==> src/rtl/pbus_pkg.sv <==
package pbus_pkg;

  typedef enum logic [1:0] {
    ST_IDLE = 2'd0,
    ST_WAIT = 2'd1,
    ST_DONE = 2'd2
  } acc_state_t;

  localparam logic [1:0] MODE_NO_PARITY_ERR = 2'b11;

endpackage

==> src/rtl/pbus_cs_sync.sv <==
module pbus_cs_sync #(
  parameter int STAGES = 2
) (
  input  logic clk,
  input  logic rst_n,
  input  logic sel_i,
  output logic sel_o
);

  logic [STAGES-1:0] chain_q;
  logic [STAGES-1:0] chain_d;

  generate
    for (genvar i = 0; i < STAGES; i++) begin : g_stage
      if (i == 0) begin : g_first
        assign chain_d[i] = sel_i;
      end else begin : g_next
        assign chain_d[i] = chain_q[i-1];
      end
    end
  endgenerate

  always_ff @(posedge clk or negedge rst_n) begin
    if (!rst_n) chain_q <= '0;
    else        chain_q <= chain_d;
  end

  assign sel_o = chain_q[STAGES-1];

endmodule

==> src/rtl/pbus_parity.sv <==
module pbus_parity #(
  parameter int DW = 16
) (
  input  logic [DW-1:0]   data_i,
  output logic [DW/8-1:0] par_o
);

  localparam int LANES = DW / 8;

  generate
    for (genvar k = 0; k < LANES; k++) begin : g_lane
      assign par_o[k] = ~(^data_i[8*k +: 8]);
    end
  endgenerate

endmodule

==> src/rtl/pbus_watchdog.sv <==
module pbus_watchdog #(
  parameter int LIMIT = 32
) (
  input  logic clk,
  input  logic rst_n,
  input  logic run_i,
  output logic expired_o
);

  localparam int CW = (LIMIT > 1) ? $clog2(LIMIT) : 1;
  localparam logic [CW-1:0] SAT = CW'(LIMIT - 1);

  logic [CW-1:0] cnt_q;
  logic [CW-1:0] cnt_d;
  logic          cnt_en;

  always_comb begin
    cnt_en = 1'b0;
    cnt_d  = cnt_q;
    if (!run_i) begin
      cnt_en = 1'b1;
      cnt_d  = '0;
    end else if (cnt_q != SAT) begin
      cnt_en = 1'b1;
      cnt_d  = cnt_q + 1'b1;
    end
  end

  always_ff @(posedge clk or negedge rst_n) begin
    if (!rst_n)      cnt_q <= '0;
    else if (cnt_en) cnt_q <= cnt_d;
  end

  assign expired_o = run_i && (cnt_q == SAT);

endmodule

==> src/rtl/pbus_slave.sv <==
module pbus_slave
  import pbus_pkg::*;
#(
  parameter int AW          = 13,
  parameter int DW          = 16,
  parameter int TIMEOUT     = 32,
  parameter int SYNC_STAGES = 2
) (
  input  logic            clk,
  input  logic            rst_n,
  input  logic [1:0]      mode_i,
  input  logic            cs_n_i,
  input  logic            rd_i,
  input  logic [AW-1:0]   addr_i,
  input  logic [DW-1:0]   wdata_i,
  input  logic [DW/8-1:0] wpar_i,
  output logic [DW-1:0]   rdata_o,
  output logic [DW/8-1:0] rpar_o,
  output logic            ack_n_o,
  output logic            tea_n_o,
  output logic            reg_req_o,
  output logic            reg_we_o,
  output logic [AW-1:0]   reg_addr_o,
  output logic [DW-1:0]   reg_wdata_o,
  input  logic [DW-1:0]   reg_rdata_i,
  input  logic            reg_ack_i
);

  localparam int PW = DW / 8;

  acc_state_t    state_q, state_d;
  logic [AW-1:0] addr_q;
  logic          we_q;
  logic [DW-1:0] wdata_q;
  logic [DW-1:0] rdata_q;
  logic [PW-1:0] rpar_q;
  logic          ack_n_q, ack_n_d;
  logic          tea_n_q, tea_n_d;
  logic          load_cmd, load_rd;

  logic          cs_synced;
  logic          cs_act;
  logic          async_mode;
  logic          par_err_en;
  logic [PW-1:0] wpar_calc;
  logic [PW-1:0] rpar_calc;
  logic          wpar_bad;
  logic          tmo;

  pbus_cs_sync #(.STAGES(SYNC_STAGES)) u_sync (
    .clk   (clk),
    .rst_n (rst_n),
    .sel_i (~cs_n_i),
    .sel_o (cs_synced)
  );

  pbus_parity #(.DW(DW)) u_wpar (
    .data_i (wdata_i),
    .par_o  (wpar_calc)
  );

  pbus_parity #(.DW(DW)) u_rpar (
    .data_i (reg_rdata_i),
    .par_o  (rpar_calc)
  );

  pbus_watchdog #(.LIMIT(TIMEOUT)) u_wdog (
    .clk       (clk),
    .rst_n     (rst_n),
    .run_i     (state_q == ST_WAIT),
    .expired_o (tmo)
  );

  assign async_mode = mode_i[0];
  assign par_err_en = (mode_i != MODE_NO_PARITY_ERR);
  assign cs_act     = async_mode ? cs_synced : ~cs_n_i;
  assign wpar_bad   = |(wpar_i ^ wpar_calc);

  always_comb begin
    state_d  = state_q;
    ack_n_d  = 1'b1;
    tea_n_d  = 1'b1;
    load_cmd = 1'b0;
    load_rd  = 1'b0;
    unique case (state_q)
      ST_IDLE: begin
        if (cs_act) begin
          if (!rd_i && wpar_bad && par_err_en) begin
            tea_n_d = 1'b0;
            state_d = ST_DONE;
          end else begin
            load_cmd = 1'b1;
            state_d  = ST_WAIT;
          end
        end
      end
      ST_WAIT: begin
        if (reg_ack_i) begin
          ack_n_d = 1'b0;
          load_rd = ~we_q;
          state_d = ST_DONE;
        end else if (tmo) begin
          tea_n_d = 1'b0;
          state_d = ST_DONE;
        end
      end
      ST_DONE: begin
        if (!cs_act) state_d = ST_IDLE;
      end
      default: state_d = ST_IDLE;
    endcase
  end

  always_ff @(posedge clk or negedge rst_n) begin
    if (!rst_n) begin
      state_q <= ST_IDLE;
      ack_n_q <= 1'b1;
      tea_n_q <= 1'b1;
    end else begin
      state_q <= state_d;
      ack_n_q <= ack_n_d;
      tea_n_q <= tea_n_d;
    end
  end

  always_ff @(posedge clk or negedge rst_n) begin
    if (!rst_n) begin
      addr_q  <= '0;
      we_q    <= 1'b0;
      wdata_q <= '0;
    end else if (load_cmd) begin
      addr_q  <= addr_i;
      we_q    <= ~rd_i;
      wdata_q <= wdata_i;
    end
  end

  always_ff @(posedge clk or negedge rst_n) begin
    if (!rst_n) begin
      rdata_q <= '0;
      rpar_q  <= '0;
    end else if (load_rd) begin
      rdata_q <= reg_rdata_i;
      rpar_q  <= rpar_calc;
    end
  end

  assign reg_req_o   = (state_q == ST_WAIT);
  assign reg_we_o    = we_q;
  assign reg_addr_o  = addr_q;
  assign reg_wdata_o = wdata_q;
  assign rdata_o     = rdata_q;
  assign rpar_o      = rpar_q;
  assign ack_n_o     = ack_n_q;
  assign tea_n_o     = tea_n_q;

endmodule

==> config.mk <==
export PLATFORM = sky130hd
export DESIGN_NAME = pbus_slave
export DESIGN_NICKNAME = d
export VERILOG_FILES = /design/src/rtl/pbus_pkg.sv /design/src/rtl/pbus_cs_sync.sv /design/src/rtl/pbus_parity.sv /design/src/rtl/pbus_watchdog.sv /design/src/rtl/pbus_slave.sv
export SDC_FILE = /design/constraint.sdc
export NUM_CORES = 1
export LEC_CHECK = 0
export CAP_MARGIN = 25
export CORE_MARGIN = 3
export CORE_UTILIZATION = 30
export DETAILED_ROUTE_END_ITERATION = 12
export PLACE_DENSITY = 0.64
export SYNTH_ARGS = -nofsm -noshare
export SYNTH_HDL_FRONTEND = slang
export SYNTH_SLANG_ARGS = --single-unit
export TNS_END_PERCENT = 100
==> constraint.sdc <==
create_clock -name clk -period 2.7 [get_ports clk]
set_clock_uncertainty 0.1 [all_clocks]
set_input_delay 0.405 -clock clk [delete_from_list [all_inputs] [get_ports clk]]
set_output_delay 0.405 -clock clk [all_outputs]
set_load 0.02 [all_outputs]
; ---- Yosys cells after proc, flatten, opt, wreduce, memory -nomap -nowiden
; Cells that the tools add are included.
[word_totals]
word_cells = 62
output_inout_bits = 51
register_bits = 59
input_bits = 54
[op_classes]
bitwise_logic = 8
reduce_logical = 12
n_eq_ne = 9
muxes = 22
add_sub_neg = 1
[op_table]
columns = op, n
row1 = parity 8 bit, 4
row2 = 2-to-1 mux 1 bit, 13
row3 = 2-to-1 mux 2 bit, 5
row4 = 2-to-1 mux 5 bit, 2
row5 = inequality test 2 bit (second input constant), 4
row6 = inverter 1 bit, 7
row7 = one-hot mux 2 bit (3 select lines), 1
row8 = adder 5 x 1 -> 5 bit (second input constant), 1
row9 = == test 5 bit (second input constant), 1
row10 = inequality test 5 bit (second input constant), 1
row11 = logical AND 1 bit, 3
row12 = inequality test 3 bit (second input constant), 1
row13 = AND reduction 3 bit, 1
row14 = == test 2 x 1 -> 1 bit (second input constant), 1
row15 = == test 2 bit (second input constant), 1
row16 = zero test 2 bit, 1
row17 = one-hot mux 1 bit (2 select lines), 1
row18 = AND reduction 2 bit, 1
row19 = OR reduction 2 bit, 1
row20 = XOR 2 bit, 1
row21 = zero test 1 bit, 1

; ---- Depth between registers and ports, before layout
; Gate-level depths: netlist (run 1).
[logic_depth]
depth_word = 9
ltp_mapped = 8
mapped_depth_nobuf = 7

; ---- By module
; A second synthesis (run 1) with hierarchy kept.
[hier_totals]
cells_unflattened = 304
hier_area_um2 = 3372.0
[modules_own_cells]
columns = mod, seq_area_each_um2, cells_per_inst, instances, area_each_um2
row1 = pbus_slave, 1303.8, 252, 1, 2795.2
row2 = pbus_watchdog, 125.1, 22, 1, 281.5
row3 = pbus_parity, 0.0, 14, 2, 122.6
row4 = pbus_cs_sync, 50.0, 2, 1, 50.0

; ---- Worst setup path before layout (run 1)
; Ideal clock, no wire load.
[synth_path]
kind = input to register
startpoint = input port wdata_i[10]
endpoint = register addr_q[1], in the netlist reg_addr_o[1]
required_ps = 2475
slack_ps = 348
arrival_time_ps = 2127
setup_time_ps = 125
n_path_buf = 2
path_stages = 8
cell_sequence = xnor2_1 -> xnor3_1 -> xnor2_1 -> a221oi_1 -> or3_1 -> buf_6 -> buf_8 -> mux2_4
[synth_between]
elab_chain_len = 9
[synth_lines]
columns = item, line
row1 = "start, declared", pbus_slave.sv:15  ; input logic [DW-1:0] wdata_i,
row2 = parity 8 bit, pbus_parity.sv:12  ; assign par_o[k] = ~(^data_i[8*k +: 8]);
row3 = inverter 1 bit, pbus_parity.sv:12
row4 = XOR 2 bit, pbus_slave.sv:77  ; assign wpar_bad = |(wpar_i ^ wpar_calc);
row5 = OR reduction 2 bit, pbus_slave.sv:77
row6 = logical AND 1 bit (2 in series), pbus_slave.sv:88  ; if (!rd_i && wpar_bad && par_err_en) begin
row7 = 2-to-1 mux 1 bit, pbus_slave.sv:88
row8 = 2-to-1 mux 1 bit, pbus_slave.sv:87  ; if (cs_act) begin
row9 = 2-to-1 mux 1 bit, pbus_slave.sv:85  ; unique case (state_q)
row10 = "end signal, assigned", pbus_slave.sv:132  ; addr_q <= addr_i;
row11 = "end, declared", pbus_slave.sv:32  ; logic [AW-1:0] addr_q;
; Every way passes these cells.
; A chain may end at the register's enable or synchronous reset.

; ---- Worst setup path in the final report (run 1)
[layout_path]
startpoint = input port wdata_i[6]
endpoint = register wdata_q[14], in the netlist reg_wdata_o[14]
[layout_between]
elab_chain_len = 9
[layout_lines]
columns = item, line
row1 = parity 8 bit, pbus_parity.sv:12
row2 = inverter 1 bit, pbus_parity.sv:12
row3 = XOR 2 bit, pbus_slave.sv:77
row4 = OR reduction 2 bit, pbus_slave.sv:77
row5 = logical AND 1 bit (2 in series), pbus_slave.sv:88
row6 = 2-to-1 mux 1 bit, pbus_slave.sv:88
row7 = 2-to-1 mux 1 bit, pbus_slave.sv:87
row8 = 2-to-1 mux 1 bit, pbus_slave.sv:85
row9 = "end signal, assigned", pbus_slave.sv:134  ; wdata_q <= wdata_i;
row10 = "end, declared", pbus_slave.sv:34  ; logic [DW-1:0] wdata_q;
; Every way passes these cells.

==> impl_metrics.ini, run 1 <==
[detailed_routing]
drc = 0
routed_wirelength_mm = 5.973
wl_per_cell_um = 14.86
final_antenna_net_count = 0
vias = 1742
drt_pass1_iterations = 4
drt_iter0_markers = 27
vias_per_cell = 4.333

[cts]
cts_buffers = 9
cts-htree-levels = 3
cts.clk_slew.worst_paths_ns = 0.07
cts_max_path_buffers = 2
post_cts_buffers = 0
clock_latency_ns = 0.33
root_buffer = clkbuf_8
cts_tree = yes
clock_sinks = 59

[logic_synthesis]
ys.flop_type = dfrtp_1
syn_nets = 232
yosysTopAreaCellShare_pct = 53.07
synthTopCellsByArea = dfrtp_1, mux2_4, mux2_2
synth_seq_cells = 59
async_flop_share_pct = 100.0
synth.distinct_cells = 27
yosys-top-cells-count = dfrtp_1, mux2_4, xnor2_1
syn_inst = 176
synth.most_common_cell = dfrtp_1
netlist_area_mm2 = 0.002688
synth_edf_count = 0
synth_seq_area_share_pct = 55.03
yosysWarnings = 0
synth_area_per_cell_um2 = 15.27
synth_top_cell_by_area = dfrtp_1

[timing]
fmax_ghz = 0.3808
finalCritPeriodShare_pct = 97.26
drv_slew = 0
rsz0062_at_grt = false
setup_viol = 0
worstMarginPinSlew_ns = 0.7168
slew_headroom_pct = 52.21
finalHoldViolations = 0
period_needed_ns = 2.626

[floorplanning]
io_pins = 105
core_area_mm2 = 0.008464
chipHeight_um = 100.7
die_area_mm2 = 0.01013
initial_core_util_pct = 31.75
row_count = 33
die_x_um = 100.7

[pwr]
ir_drop_v = 0.0004118
power_density_mw_per_mm2 = 1133
p_leak_nw = 1.815
power_w = 0.004618

[hold_path]
hold_class = reg -> reg
hp-start = u_sync.chain_q[0]

[placed_design]
dpl-instance-area_mm2 = 0.003842
place.gp.congestion = 0.7011
io_buffers = 104
dp_hpwl_mm = 4.460

[setup_path]
cp.arrival_ns = 2.74
crit_fanout = 8
crit_type = in -> reg
startpoint = wdata_i[6]
worst_ep_required_time_ns = 2.81
startpoint_type = primary input
r2r_start = state_q[1]
end_kind = flip-flop

[finish]
nets = 350
drive_above_1_share_pct = 25.93
synthToLayoutAreaGrowth_pct = 51.72
diodes = 0
postLayoutCellArea_mm2 = 0.004078

[global_routing]
gr-usage-met2_pct = 19.49
gr-max-usage-layer = met2
grtUsageMet1_pct = 14.98
grt_pass1_wl_mm = 9.501
antenna_found_initial = 0
use_met3_pct = 5.190
grt-ovfl-total = 0
first_global_vias = 1918
grt_max_degree = 57
grt_use_total_pct = 12.17

[status]
status = complete, no violations

[run]
cap_violations = 0
power breakdown:
| part | total, W | leakage, nW | internal (W) | switching (W) |
|---|---|---|---|---|
| Combinational | 0.00229 | 1.00 | 0.00131 | 0.000977 |
| Clock | 0.000816 | 0.104 | 0.000490 | 0.000325 |
| Sequential | 0.00151 | 0.710 | 0.00129 | 0.000224 |
cell type report:
cell class                      instances  area (um2)
Clock buffer                           12       165.2
Clock inverter                          2       35.03
Fill cell                             750        4387
Inverter                                4       15.01
Multi-Input combinational cell        107        1139
Sequential cell                        59        1479
Tap cell                              105       131.4
Timing Repair Buffer                  113        1114
cell usage in the layout, fill, tap and decap left out:
| cell | Yosys | routed |
|---|---|---|
| o21ai_0 | 3 | 3 |
| xnor2_1 | 24 | 23 |
| a221oi_2 | 0 | 1 |
| inv_1 | 4 | 4 |
| or2_2 | 1 | 1 |
| nand2_1 | 4 | 4 |
| bufinv_16 | 0 | 1 |
| mux2_4 | 28 | 28 |
| xor2_1 | 4 | 4 |
| nor2b_1 | 1 | 1 |
| nand2b_1 | 2 | 2 |
| xnor2_2 | 1 | 2 |
| buf_2 | 0 | 1 |
| dlygate4sd3_1 | 0 | 1 |
| buf_6 | 1 | 2 |
| o31ai_1 | 1 | 1 |
| buf_4 | 0 | 6 |
| or3_4 | 0 | 1 |
| clkdlybuf4s50_1 | 0 | 103 |
| dfstp_2 | 2 | 2 |
| mux2i_1 | 3 | 3 |
| dfrtp_1 | 57 | 57 |
| clkinv_2 | 0 | 1 |
| and3_1 | 1 | 1 |
| a21oi_1 | 1 | 1 |
| nor2_1 | 7 | 7 |
| ha_1 | 2 | 2 |
| clkbuf_8 | 0 | 12 |
| mux2_2 | 19 | 19 |
| nand4b_1 | 1 | 1 |
| xnor3_1 | 2 | 2 |
critical path, cell delays in order:
cell and delay [ns]:
clkdlybuf4s50_1 0.49, xnor2_1 0.12, xnor3_1 0.46, xnor2_2 0.22, a221oi_2 0.11, or3_4 0.41, buf_4 0.21, mux2_4 0.31
registers in the layout (all words and copies together), names as in the netlist:
signal	flops
rpar_o	2
reg_addr_o	13
u_wdog.cnt_q	5
state_q	2
u_sync.chain_q	2
tea_n_o	1
reg_wdata_o	16
ack_n_o	1
reg_we_o	1
rdata_o	16
routing by layer:
layer,vias to the layer above,share of wire (%)
met1,843,43
met5,-,0
met3,8,7.4
met4,0,1.3
met2,61,48
li1,830,-
what timing repair did:
| action | 4_1_cts | 5_1_grt |
|---|---|---|
| setup endpoints to repair | 29 | 6 |
| hold buffers | 1 | 0 |
| hold endpoints to repair | 3 | 0 |
| pin swaps | 2 | 2 |
| gates resized for setup | 5 | 0 |
per-stage QoR:
step / std cells / setup WS (ns) / utilization [%] / hold slack, ns / setup TNS [ns]
2_1_floorplan: 176 / 0.3484 / - / 0.009409 / 0
3_3_place_gp: 387 / -0.3870 / 45.40 / 0.1074 / -11.16
3_5_place_dp: 387 / -0.4415 / 45.40 / 0.1107 / -12.66
4_1_cts: 402 / 0.07077 / 48.17 / 0.2644 / 0
5_1_grt: 402 / 0.009096 / 48.17 / 0.2685 / 0
6_report: 402 / 0.07403 / 48.17 / 0.2575 / 0
worst paths after layout:
path                                endpoint  slack [ns]  depth (start not counted)
min reg2reg                u_sync.chain_q[1]        0.26                          0
min in group asynchronous     reg_addr_o[11]        0.33                          2
max in group asynchronous         rdata_o[7]        1.27                          3
min                        u_sync.chain_q[1]        0.26                          0
max                          reg_wdata_o[14]        0.07                          8
max reg2reg                       rdata_o[6]        0.81                          6
cell families after synthesis:
group / share of synthesized area (%)
AOI/OAI and AO/OA: 1.350
muxes: 24.72
buffers and inverters: 3.305
and+or+nand+nor: 3.259
DFF: 55.03
xor gates and xnor gates: 11.41
adders and majority gates: 0.9309
Note: power is estimated with default switching activity, not from simulation.
==> run 2: changes to the inputs <==
--- a/config.mk
+++ b/config.mk
@@ -6,7 +6,7 @@
 export NUM_CORES = 1
 export LEC_CHECK = 0
 export CAP_MARGIN = 25
-export CORE_MARGIN = 3
+export CORE_MARGIN = 4
 export CORE_UTILIZATION = 30
 export DETAILED_ROUTE_END_ITERATION = 12
 export PLACE_DENSITY = 0.64
==> impl_metrics.ini, run 2 (synthesis gave the netlist of run 1 again) <==
[cts]
cts_max_path_buffers = 2
post_cts_buffers = 0
root_buffer = clkbuf_8
cts.clk_slew.worst_paths_ns = 0.07
cts-htree-levels = 3
clock_sinks = 59
clock_latency_ns = 0.33
cts_tree = yes
cts_buffers = 9

[finish]
instances_no_fill = 407
nets = 350
multi_input_area_mm2 = 0.001141
drive_above_1_share_pct = 26.76
final_common_cell = clkdlybuf4s50_1
layout_common_cells = clkdlybuf4s50_1, dfrtp_1, mux2_4
seq_area_mm2 = 0.001479
num-fill-cells = 808
synthToLayoutAreaGrowth_pct = 52.33
diodes = 0

[pwr]
p_leak_nw = 1.824
p_int_w = 0.003120
switching_share_pct = 33.07
seqPwrFrac_pct = 32.4
switching_power_w = 0.001541
ir_drop_v = 0.0004447
clockPowerShare_pct = 18.4
combPwrFrac_pct = 49.1
power_density_mw_per_mm2 = 1139

[placed_design]
post-place-cells = 391
io_buffers = 104
dp_hpwl_mm = 4.575
place_ws_ns = -0.4187
place.gp.congestion = 0.7103

[timing]
finalHoldViolations = 0
fmax_ghz = 0.3863
worstMarginPinSlew_ns = 0.7584
setup_slack_ns = 0.1115
drv_slew = 0
rsz0062_at_grt = false
finalCritPeriodShare_pct = 95.87
final.setup.tns_ns = 0
timing.hold.ws_ns = 0.04437
period_needed_ns = 2.588
slew_headroom_pct = 49.44
setup_viol = 0

[setup_path]
r2r_start = state_q[1]
r2r_cells = 6
crit_type = in -> reg
cp.arrival_ns = 2.70
startpoint = wdata_i[2]
end_kind = flip-flop
startpoint_type = primary input
crit_fanout = 7
worst_ep_required_time_ns = 2.81
regToRegSetupSlack_ns = 0.83
cp-endpoint = reg_addr_o[2]
r2r_end = rdata_o[10]

[hold_path]
hold_class = in -> async

[detailed_routing]
vias = 1791
final_antenna_net_count = 0
drc = 0
routed_wirelength_mm = 6.060
drt_iter0_markers = 14
drt_pass1_iterations = 4
wl_per_cell_um = 14.89
vias_per_cell = 4.400

[floorplanning]
initial_core_util_pct = 30.82
core_area_mm2 = 0.008721
die_area_mm2 = 0.01054
die_x_um = 102.7
chipHeight_um = 102.7
row_count = 34
io_pins = 105

[global_routing]
grt_use_total_pct = 11.78
grt_max_degree = 35
first_global_vias = 1946
antenna_found_initial = 0
grt-ovfl-total = 0
grt_pass1_wl_mm = 9.377

[status]
status = complete, no violations

[run]
cap_violations = 0
[run 2: how the worst min path moves through the flow]
stage,slack [ns],to,cells past startpoint
2_1_floorplan,0.009,rdata_o[0],0
3_3_place_gp,0.23,u_sync.chain_q[1],0
3_5_place_dp,0.26,u_sync.chain_q[1],0
4_1_cts,0.05,rdata_o[11],1
5_1_grt,0.09,rdata_o[12],1
6_report,0.04,rdata_o[11],1
[run 2: power groups by stage]
stage	logic [W]	clock network, W	registers [W]
after floorplan	0.000849	0	0.00196
after global placement	0.00228	0	0.00152
after detailed placement	0.00231	0	0.00153
after CTS	0.00232	0.000885	0.00152
after global routing	0.00242	0.000931	0.00156
final	0.00229	0.000860	0.00151
[run 2: worst max-delay path, stage by stage]
cell and delay (ns):
clkdlybuf4s50_1 0.50, xnor2_1 0.13, xnor3_1 0.46, xnor2_2 0.21, a221oi_2 0.09, or3_4 0.40
buf_4 0.19, mux2_4 0.30
[run 2: layer usage]
metal | vias up | wire [um] | GRT usage (%) | part of all wire [%]
met5 | - | 0 | 0 | 0
li1 | 832 | - | - | -
met3 | 10 | 399 | 3.789 | 6.6
met2 | 55 | 2945 | 19.76 | 49
met4 | 0 | 82 | 5.146 | 1.4
met1 | 894 | 2632 | 13.81 | 43
[run 2: metrics by stage]
step	power (W)	instance area (um2)	util, %
final	0.004661	4094	46.94
after global routing	0.004912	4094	46.94
after CTS	0.004729	4088	46.87
after detailed placement	0.003834	3869	44.36
after global placement	0.003796	3869	44.36
after floorplan	0.002813	2688	-
[run 2: area by class of cell]
type	instances	share of cell area [%]
Inverter	4	0.3667
Multi-Input combinational cell	107	27.87
Tap cell	108	3.301
Timing Repair Buffer	113	27.26
Sequential cell	59	36.12
Clock inverter	6	1.956
Clock buffer	10	3.117
[run 2: timing repair]
| item | CTS | global route |
|---|---|---|
| setup endpoints to repair | 29 | 29 |
| hold buffers | 0 | 0 |
| pin swaps | 1 | 0 |
| resized for setup | 2 | 1 |
==> run 3: changes to the inputs <==
--- a/config.mk
+++ b/config.mk
@@ -6,7 +6,7 @@
 export NUM_CORES = 1
 export LEC_CHECK = 0
 export CAP_MARGIN = 25
-export CORE_MARGIN = 4
+export CORE_MARGIN = 2
 export CORE_UTILIZATION = 30
 export DETAILED_ROUTE_END_ITERATION = 12
 export PLACE_DENSITY = 0.64
==> impl_metrics.ini, run 3 (synthesis gave the netlist of run 1 again) <==
[setup_path]
r2r_start = state_q[1]
crit_fanout = 18
regToRegSetupSlack_ns = 0.77
crit_chain = clkdlybuf4s50_1 -> xnor2_1 -> xnor3_1 -> xnor2_1 -> a221oi_2 -> or3_4 -> buf_12 -> mux2_4
end_kind = flip-flop
cp.arrival_ns = 2.70
worst_ep_required_time_ns = 2.82
r2r_end = rdata_o[7]
crit_type = in -> reg
r2r_cells = 6
max_stage_delay_ns = 0.50
slowest_stage = clkdlybuf4s50_1
startpoint = wdata_i[10]
startpoint_type = primary input
cpMostUsedCell = xnor2_1

[pwr]
power_w = 0.004571
ir_drop_v = 0.0004074
power_density_mw_per_mm2 = 1127
p_leak_nw = 1.801

[detailed_routing]
vias_per_cell = 4.360
wl_per_cell_um = 14.44
vias = 1757
drc = 0
final_antenna_net_count = 0
routed_wirelength_mm = 5.819
drt_pass1_iterations = 4
drt_iter0_markers = 22

[hold_path]
hold_class = in -> async

[global_routing]
grt-ovfl-total = 0
gr-max-usage-layer = met2
first_global_vias = 1926
grt_max_degree = 36
grt_use_total_pct = 12.82
grt_pass1_wl_mm = 9.618
gr-usage-met2_pct = 18.68
antenna_found_initial = 0
use_met3_pct = 4.043
grtUsageMet1_pct = 17.18

[floorplanning]
chipHeight_um = 98.65
die_area_mm2 = 0.009732
core_area_mm2 = 0.008721
initial_core_util_pct = 30.82
io_pins = 105
die_x_um = 98.65
row_count = 34

[timing]
finalHoldViolations = 0
setup_slack_ns = 0.1264
drv_slew = 0
fmax_ghz = 0.3886
worstMarginPinSlew_ns = 0.7911
timing.hold.ws_ns = 0.04828
finalCritPeriodShare_pct = 95.32
period_needed_ns = 2.574
setup_viol = 0
slew_headroom_pct = 47.26
rsz0062_at_grt = false

[finish]
synthToLayoutAreaGrowth_pct = 50.88
final_common_cell = clkdlybuf4s50_1
num-fill-cells = 790
drive_above_1_share_pct = 25.08
nets = 348
diodes = 0
final_util_pct = 46.50
layout_common_cells = clkdlybuf4s50_1, dfrtp_1, mux2_4

[cts]
cts-htree-levels = 3
clock_sinks = 59
cts_max_path_buffers = 2
root_buffer = clkbuf_8
cts_tree = yes
cts_buffers = 9
clock_latency_ns = 0.34
cts.clk_slew.worst_paths_ns = 0.07

[placed_design]
place.gp.congestion = 0.6910
place_ws_ns = -0.3782
dp_hpwl_mm = 4.239
io_buffers = 104

[run]
cap_violations = 0

[status]
status = complete, no violations
## run 3: cell types whose count changed in the layout (fill, tap and decap cells not counted), sizes merged
cell    change
bufinv      -1
clkbuf      +1
buf         -2
clkinv      -2
## run 3: per-layer routing
layer / vias to the layer above / wire (um)
met4: 0 / 119
met3: 11 / 387
met1: 856 / 2772
met2: 66 / 2540
li1: 824 / -
met5: - / 0
## run 3: report_power, final
group / internal [W] / switching, W
sequential: 0.00129 / 0.000220
combinational: 0.00132 / 0.000969
clock: 0.000438 / 0.000337
## run 3: critical path, delay by kind of cell
family / cells / cell delay, ns
buf+inv: 2 / 0.68
mux: 1 / 0.30
simple gates: 1 / 0.41
xor+xnor: 3 / 0.79
compound gates: 1 / 0.10
## run 3: final cells by class
| type | instances | area (um2) | share of cell area, % |
|---|---|---|---|
| well taps | 108 | 135.1 | 3.332 |
| clock buffers | 11 | 141.4 | 3.487 |
| inverters | 4 | 15.01 | 0.3703 |
| flip-flops and latches | 59 | 1479 | 36.47 |
| repair buffers | 111 | 1114 | 27.46 |
| clock inverters | 3 | 40.04 | 0.9873 |
| multi-input cells | 107 | 1131 | 27.89 |
## run 3: repair_timing
action | 4_1_cts | 5_1_grt
buffers inserted | 0 | 0
hold endpoints to repair | 0 | 0
resized for setup | 1 | 1
hold buffers | 0 | 0
endpoints found under the setup margin | 19 | 20
## run 3: worst max path at each step
stage                                  to  slack (ns)  depth (start not counted)
final                     reg_wdata_o[12]        0.13                          8
after global routing       reg_wdata_o[8]      0.0004                          8
after CTS                   reg_addr_o[9]        0.10                          8
after detailed placement  reg_wdata_o[10]       -0.38                          8
after global placement      reg_addr_o[8]       -0.37                          8
after floorplan             reg_addr_o[1]        0.35                          8
## run 3: metrics by stage
stage,std cells,area (um2),setup TNS (ns)
after global placement,389,3864,-10.99
after global routing,403,4055,0
after floorplan,176,2688,0
final,403,4055,0
after CTS,403,4049,0
after detailed placement,389,3864,-10.74
